### config.mk
export PLATFORM = sky130hd
export DESIGN_NAME = oled_cmd_parser
export DESIGN_NICKNAME = d
export VERILOG_FILES = /design/src/rtl/ocp_pkg.sv /design/src/rtl/ocp_ctrl.sv /design/src/rtl/ocp_datapath.sv /design/src/rtl/oled_cmd_parser.sv
export SDC_FILE = /design/constraint.sdc
export NUM_CORES = 1
export LEC_CHECK = 0
export BUFFER_PORTS_ARGS = -buffer_cell sky130_fd_sc_hd__buf_2
export CORE_MARGIN = 5
export CORE_UTILIZATION = 35
export CTS_CLUSTER_DIAMETER = 200
export DETAILED_ROUTE_END_ITERATION = 8
export SLEW_MARGIN = 20
export SYNTH_ARGS = -nofsm -noshare
export SYNTH_HDL_FRONTEND = slang
export SYNTH_HIERARCHICAL = 1
export SYNTH_SLANG_ARGS = --single-unit
export TNS_END_PERCENT = 20
### constraint.sdc
create_clock -name clk -period 4.92 [get_ports clk]
set_input_delay 0.984 -clock clk [delete_from_list [all_inputs] [get_ports clk]]
set_output_delay 0.984 -clock clk [all_outputs]
set_load 0.01 [all_outputs]
### src/rtl/ocp_pkg.sv
package ocp_pkg;
  localparam int MAX_ARGS = 8;
  localparam int CNT_W    = $clog2(MAX_ARGS + 1);
  localparam int SLOT_W   = $clog2(MAX_ARGS);

  typedef enum logic [2:0] {
    CL_COL, CL_ROW, CL_REMAP, CL_IGNORE, CL_GREY, CL_FILL, CL_BAD
  } opClass_e;

  typedef struct packed {
    opClass_e          cls;
    logic [CNT_W-1:0]  need;
  } opInfo_t;

  typedef struct packed {
    logic              storeArg;
    logic [SLOT_W-1:0] slot;
    logic              loadCol;
    logic              loadRow;
    logic              loadRemap;
    logic              loadGrey;
    logic              ignore;
    logic              err;
  } strobe_t;

  // Argument-count table
  function automatic opInfo_t lookupOp(input logic [7:0] op);
    opInfo_t r;
    r.cls  = CL_BAD;
    r.need = '0;
    case (op)
      8'h15: begin r.cls = CL_COL;   r.need = CNT_W'(2); end
      8'h75: begin r.cls = CL_ROW;   r.need = CNT_W'(2); end
      8'hA0: begin r.cls = CL_REMAP; r.need = CNT_W'(1); end
      8'h81, 8'hA1, 8'hA2, 8'hA8, 8'hAD, 8'hB1, 8'hB2, 8'hB3,
      8'hBC, 8'hBE, 8'hBF:
             begin r.cls = CL_IGNORE; r.need = CNT_W'(1); end
      8'h84, 8'h85, 8'h86, 8'hA4, 8'hA5, 8'hA6, 8'hA7, 8'hAE,
      8'hAF, 8'hE3:
             begin r.cls = CL_IGNORE; r.need = '0; end
      8'hB8: begin r.cls = CL_GREY;  r.need = CNT_W'(MAX_ARGS); end
      8'hFF: begin r.cls = CL_FILL;  r.need = '0; end
      default: ;
    endcase
    return r;
  endfunction
endpackage

### src/rtl/ocp_ctrl.sv
module ocp_ctrl
  import ocp_pkg::*;
(
  input  logic       clk,
  input  logic       rstN,
  input  logic       byteValid,
  input  logic       dataSel,
  input  logic [7:0] byteIn,
  output strobe_t    st
);
  logic [CNT_W-1:0] cnt;
  logic [CNT_W-1:0] needCnt;
  opClass_e         opClass;
  opInfo_t          info;
  logic             cmdByte;

  assign cmdByte = byteValid && !dataSel;
  assign info    = lookupOp(byteIn);

  function automatic strobe_t fire(input strobe_t s, input opClass_e c);
    strobe_t o = s;
    case (c)
      CL_COL:    o.loadCol   = 1'b1;
      CL_ROW:    o.loadRow   = 1'b1;
      CL_REMAP:  o.loadRemap = 1'b1;
      CL_GREY:   o.loadGrey  = 1'b1;
      CL_IGNORE: o.ignore    = 1'b1;
      default: ;
    endcase
    return o;
  endfunction

  always_comb begin
    st = '0;
    if (cmdByte) begin
      if (cnt == '0) begin
        if (info.cls == CL_BAD)
          st.err = 1'b1;
        else if (info.cls != CL_FILL && info.need == '0)
          st = fire(st, info.cls);
      end else if (opClass != CL_FILL) begin
        st.storeArg = 1'b1;
        st.slot     = SLOT_W'(cnt - CNT_W'(1));
        if (cnt == needCnt)
          st = fire(st, opClass);
      end
    end
  end

  always_ff @(posedge clk) begin
    if (!rstN) begin
      cnt     <= '0;
      needCnt <= '0;
      opClass <= CL_BAD;
    end else if (cmdByte) begin
      if (cnt == '0) begin
        if (info.cls == CL_FILL || (info.cls != CL_BAD && info.need != '0)) begin
          cnt     <= CNT_W'(1);
          needCnt <= info.need;
          opClass <= info.cls;
        end
      end else if (opClass != CL_FILL) begin
        if (cnt == needCnt) cnt <= '0;
        else                cnt <= cnt + CNT_W'(1);
      end
    end
  end


  pix_quiet_chk: assert property (@(posedge clk) disable iff (!rstN)
    (byteValid && dataSel) |-> (st == '0));


  err_reset_cnt_chk: assert property (@(posedge clk) disable iff (!rstN)
    st.err |=> (cnt == '0));


  fill_stuck_chk: assert property (@(posedge clk) disable iff (!rstN)
    (cnt != '0 && opClass == CL_FILL) |=> (cnt != '0 && opClass == CL_FILL));
endmodule

### src/rtl/ocp_datapath.sv
module ocp_datapath
  import ocp_pkg::*;
(
  input  logic                  clk,
  input  logic                  rstN,
  input  logic                  byteValid,
  input  logic                  dataSel,
  input  logic [7:0]            byteIn,
  input  strobe_t               st,
  output logic                  pixValid,
  output logic [7:0]            pixByte,
  output logic                  colLoad,
  output logic                  rowLoad,
  output logic [7:0]            winStart,
  output logic [7:0]            winEnd,
  output logic [7:0]            remapReg,
  output logic                  greyLoad,
  output logic [8*MAX_ARGS-1:0] greyTable,
  output logic                  ignorePulse,
  output logic                  errPulse,
  output logic [7:0]            errOpcode
);
  logic [7:0] argBuf [MAX_ARGS];

  always_ff @(posedge clk) begin
    if (!rstN) begin
      for (int k = 0; k < MAX_ARGS; k++) argBuf[k] <= '0;
    end else if (st.storeArg) begin
      argBuf[st.slot] <= byteIn;
    end
  end

  always_ff @(posedge clk) begin
    if (!rstN) begin
      pixValid    <= 1'b0;
      pixByte     <= '0;
      colLoad     <= 1'b0;
      rowLoad     <= 1'b0;
      greyLoad    <= 1'b0;
      ignorePulse <= 1'b0;
      errPulse    <= 1'b0;
      winStart    <= '0;
      winEnd      <= '0;
      remapReg    <= '0;
      errOpcode   <= '0;
    end else begin
      pixValid    <= byteValid && dataSel;
      if (byteValid && dataSel) pixByte <= byteIn;
      colLoad     <= st.loadCol;
      rowLoad     <= st.loadRow;
      greyLoad    <= st.loadGrey;
      ignorePulse <= st.ignore;
      errPulse    <= st.err;
      if (st.loadCol || st.loadRow) begin
        winStart <= argBuf[0];
        winEnd   <= byteIn;
      end
      if (st.loadRemap) remapReg  <= byteIn;
      if (st.err)       errOpcode <= byteIn;
    end
  end

  generate
    for (genvar g = 0; g < MAX_ARGS; g++) begin : gTable
      always_ff @(posedge clk) begin
        if (!rstN)
          greyTable[8*g +: 8] <= '0;
        else if (st.loadGrey)
          greyTable[8*g +: 8] <= (g == MAX_ARGS - 1) ? byteIn : argBuf[g];
      end
    end
  endgenerate


  strobe_excl_chk: assert property (@(posedge clk) disable iff (!rstN)
    $onehot0({colLoad, rowLoad, greyLoad, ignorePulse, errPulse}));


  remap_hold_chk: assert property (@(posedge clk) disable iff (!rstN)
    !st.loadRemap |=> $stable(remapReg));


  err_hold_chk: assert property (@(posedge clk) disable iff (!rstN)
    !errPulse |-> $stable(errOpcode));
endmodule

### src/rtl/oled_cmd_parser.sv
module oled_cmd_parser
  import ocp_pkg::*;
(
  input  logic        clk,
  input  logic        rstN,
  input  logic        byteValid,
  input  logic        dataSel,
  input  logic [7:0]  byteIn,
  output logic        pixValid,
  output logic [7:0]  pixByte,
  output logic        colLoad,
  output logic        rowLoad,
  output logic [7:0]  winStart,
  output logic [7:0]  winEnd,
  output logic [7:0]  remapReg,
  output logic        vertInc,
  output logic        greyLoad,
  output logic [63:0] greyTable,
  output logic        ignorePulse,
  output logic        errPulse,
  output logic [7:0]  errOpcode
);
  strobe_t st;

  ocp_ctrl u_ctrl (
    .clk(clk), .rstN(rstN), .byteValid(byteValid), .dataSel(dataSel),
    .byteIn(byteIn), .st(st)
  );

  ocp_datapath u_dp (
    .clk(clk), .rstN(rstN), .byteValid(byteValid), .dataSel(dataSel),
    .byteIn(byteIn), .st(st),
    .pixValid(pixValid), .pixByte(pixByte),
    .colLoad(colLoad), .rowLoad(rowLoad),
    .winStart(winStart), .winEnd(winEnd), .remapReg(remapReg),
    .greyLoad(greyLoad), .greyTable(greyTable),
    .ignorePulse(ignorePulse), .errPulse(errPulse), .errOpcode(errOpcode)
  );

  assign vertInc = remapReg[2];
endmodule

==> metrics.md <==
| Metric | Value |
|---|---|
| Post-synthesis adder-cell area fraction | `0.3434%` |
| Clock sinks | `176` |
| Setup CP Type | `reg -> reg` |
| Ant diodes | `0` |
| Top cells by area, synth | `dfxtp_1, edfxtp_1, mux2i_1` |
| Post-synth EDFFs | `56` |
| CTS tree | `built` |
| Setup TNS | `0 ps` |
| Die height | `154.3 um` |
| Seq/Total Area, Yosys | `56.04%` |
| Clk root buf | `clkbuf_16` |
| Setup crit start kind | `register` |
| Clk_lat worst skew | `430 ps` |
| Vias per Instance | `around 4.8` |
| Routed WL | `around 17,000 um` |
| PostCTS Resize Cnt | `0` |
| Peak VDD IR | `0.2247 mV` |
| Max Freq | `311.2 MHz` |
| PortBufs | `122` |
| RR Endpoint | `u_dp/argBuf[4][4]$_SDFFCE_PN0P_` |
| Mapped Cells | `658` |
| Nets | `774` |
| Power Density | `347.6 nW/um2` |
| Most common cell in the netlist | `dfxtp_1` |
| Status | `complete, no violations` |
| Initial core utilization | `35.78%` |
| Commonest cells post-synth | `dfxtp_1, mux2i_1, nor2b_1, nor2_1, edfxtp_1` |
| Async S/R FF share, synth | `0%` |
| Routed wire per std cell | `16.43 um` |
| Fin cells | `around 1,000` |
| Core Region | `20,360 um2` |
| Setup Skew | `between 10 and 15 ps` |
| Max-slew violations | `0` |
| Number of buffers added for setup after CTS | `0` |
| Simple-gate area share of the yosys netlist | `19.71%` |
| 1st-iter DRT viols | `311` |
| Post-synthesis compound-gate area fraction | `between 7 and 8%` |
| Hold violation count in the final report | `0` |
| CP arrival | `~3300 ps` |
| Crit end category | `register` |
| Post-synthesis mux area share | `11.54%` |
| I/O pin total | `about 120` |
| Routability Congestion | `0.7805` |
| GRT Overall Usage | `approximately 15%` |
| Die Wd | `154.3 um` |
| Crit Path Max Fanout | `9` |
| FP Rows | `52` |
| Cell taking the most area after synthesis | `dfxtp_1` |
| H-tree levels | `4` |
| Largest net degree at the start of global routing | `90` |
| Post-layout util | `a little over two fifths` |
| Share of layout cells above drive strength 1 | `between 20% and 30%` |
| CP Data Required Time | `roughly 5000 ps` |
| Vias post-DR | `5,017` |
| WHS Endpoint | `u_dp/winStart[5]$_SDFFE_PN0P_` |
| Area grow syn2layout | `18.66%` |
| Die ar. | `approximately 24,000 um2` |
| Total of fill cells in the finished design | `slightly below 2,000` |
| Inst Count DP | `1,011` |
| Post-Synthesis Net Count | `between 600 and 700` |
| Hold Crit Start | `u_dp/winStart[5]$_SDFFE_PN0P_` |
| Seq cells post-synth | `about 180` |
| Period minus WS final | `3213 ps` |
| R2r setup slk | `1710 ps` |
| Final setup viols | `0` |
| Yosys synthesis warning count | `6` |
| DRT Pass-1 Iters | `5` |
| Worst-case clock buffer depth | `2` |
| RR Startpoint | `u_ctrl/cnt[0]$_SDFFE_PN0P_` |
| Max-cap check violation count | `0` |
| Combinational family with the most area after synthesis | `simple AND/OR/NAND/NOR gates` |
| Overall Power | `3.006 mW` |
| Hold depth | `2` |
| Drt drc | `0` |
| RSZ-0062 raised after global routing | `no` |
| Final period utilization | `65.30%` |
| XOR/XNOR Fraction of Synth Area | `less than 1%` |
| Yosys cell types | `57` |
| Rel. slew slack | `27.74%` |
| Detailed Place HPWL | `between 10,000 and 15,000 um` |
| Static Leak | `between 3 and 4 nW` |
| Synth Flop Type | `dfxtp_1` |
| Mean area per synthesized cell | `11.07 um2` |
| Global-route wire length before repair | `27,840 um` |
| GRT overflow | `0` |
| Syn Std Cell Area | `7287 um2` |
| R2R depth | `7` |
| Clk slew on worst S/H paths | `70 ps` |
| Vias in the first global route | `4,948` |
| Hold buffers post-CTS | `0` |
| Worst Hold Class | `reg -> reg` |
| Initial antenna violation count | `0` |
| Inserted Clock Buffers | `17` |
| Share of the synthesized area in the top cell type | `32.97%` |
| DRT antenna net count | `0` |
| Tightest Pin Transition | `1073 ps` |
metal layers:
metal	share of wire, %	GRT usage (%)	up-vias
li1	-	-	2491
met1	46	19.35	2377
met2	47	23.21	125
met3	5.5	4.163	24
met4	1.5	4.415	0
met5	0	0	-
layout by cell type, fill, tap and decap left out, types with 3 or more instances in the layout:
cell / n
xor2_1: 3
nand2_1: 44
nor4_2: 3
clkbuf_16: 17
mux2i_1: 84
nand2b_1: 15
nand4_1: 14
nor2_1: 66
buf_4: 9
o211ai_1: 16
dfxtp_1: 120
nor3_1: 3
xnor2_1: 3
o21ai_0: 24
a31oi_1: 3
o21ai_2: 10
and2_1: 7
nand3_1: 7
nor2b_1: 83
edfxtp_1: 56
inv_6: 3
inv_1: 5
inv_4: 3
buf_2: 121
logic make-up (layout without fill, tap and decap cells):
family / Yosys count / after routing
AOI/OAI and AO/OA: 72 / 72
xor gates and xnor gates: 6 / 6
adders and majority gates: 2 / 2
buffers and inverters: 53 / 168
DFF: 176 / 176
muxes: 84 / 84
and+or+nand+nor: 265 / 265
worst max-delay path by stage:
stage	startpoint	end	slack, ps	cells past startpoint
3_5_place_dp	byteValid	u_dp/argBuf[3][5]$_SDFFCE_PN0P_	1370	6
3_3_place_gp	byteValid	u_dp/argBuf[4][1]$_SDFFCE_PN0P_	1460	6
5_1_grt	u_ctrl/cnt[0]$_SDFFE_PN0P_	u_dp/argBuf[6][0]$_SDFFCE_PN0P_	1420	7
6_report	u_ctrl/cnt[0]$_SDFFE_PN0P_	u_dp/argBuf[4][4]$_SDFFCE_PN0P_	1710	7
2_1_floorplan	byteValid	u_dp/argBuf[1][0]$_SDFFCE_PN0P_	2080	5
4_1_cts	u_ctrl/cnt[0]$_SDFFE_PN0P_	u_dp/argBuf[3][6]$_SDFFCE_PN0P_	1760	7
layout make-up:
class	count	area, um2	share of cell area, %
sequential	176	4084	47.23
multi-input combinational	429	2923	33.80
timing repair buffer	131	693.2	8.016
clock buffer	18	439.2	5.079
tap	270	337.8	3.907
clock inverter	14	151.4	1.751
inverter	5	18.77	0.2170
per-stage QoR:
stage	setup WS [ps]	area (um2)	hold WS [ps]
after floorplan	2075	7287	446.3
after global placement	1465	8046	442.5
after detailed placement	1370	8046	451.6
after CTS	1756	8637	459.8
after global routing	1416	8647	482.0
final	1707	8647	455.5
power breakdown:
group,switching [mW],internal [mW],leakage (nW)
clock,0.585,0.770,0.294
sequential,0.0120,1.52,1.55
combinational,0.0807,0.0392,1.45
total,0.678,2.33,3.29
state kept, by name, summed over array words and instances, names as in the netlist, 4 cells and up:
register,flops
u_dp/argBuf,56
u_dp/remapReg,8
u_dp/pixByte,8
u_ctrl/cnt,4
u_dp/greyTable,64
u_dp/winEnd,8
u_dp/winStart,8
u_dp/errOpcode,8
worst max-delay path: stages, from the launching register on:
cell and delay, ps:
dfxtp_1 440, inv_1 90, ha_1 250, or3b_1 340, o211ai_2 240, nor2_1 540, nand2b_1 130, o21ai_0 810
Power figures use the tool's default switching activity.
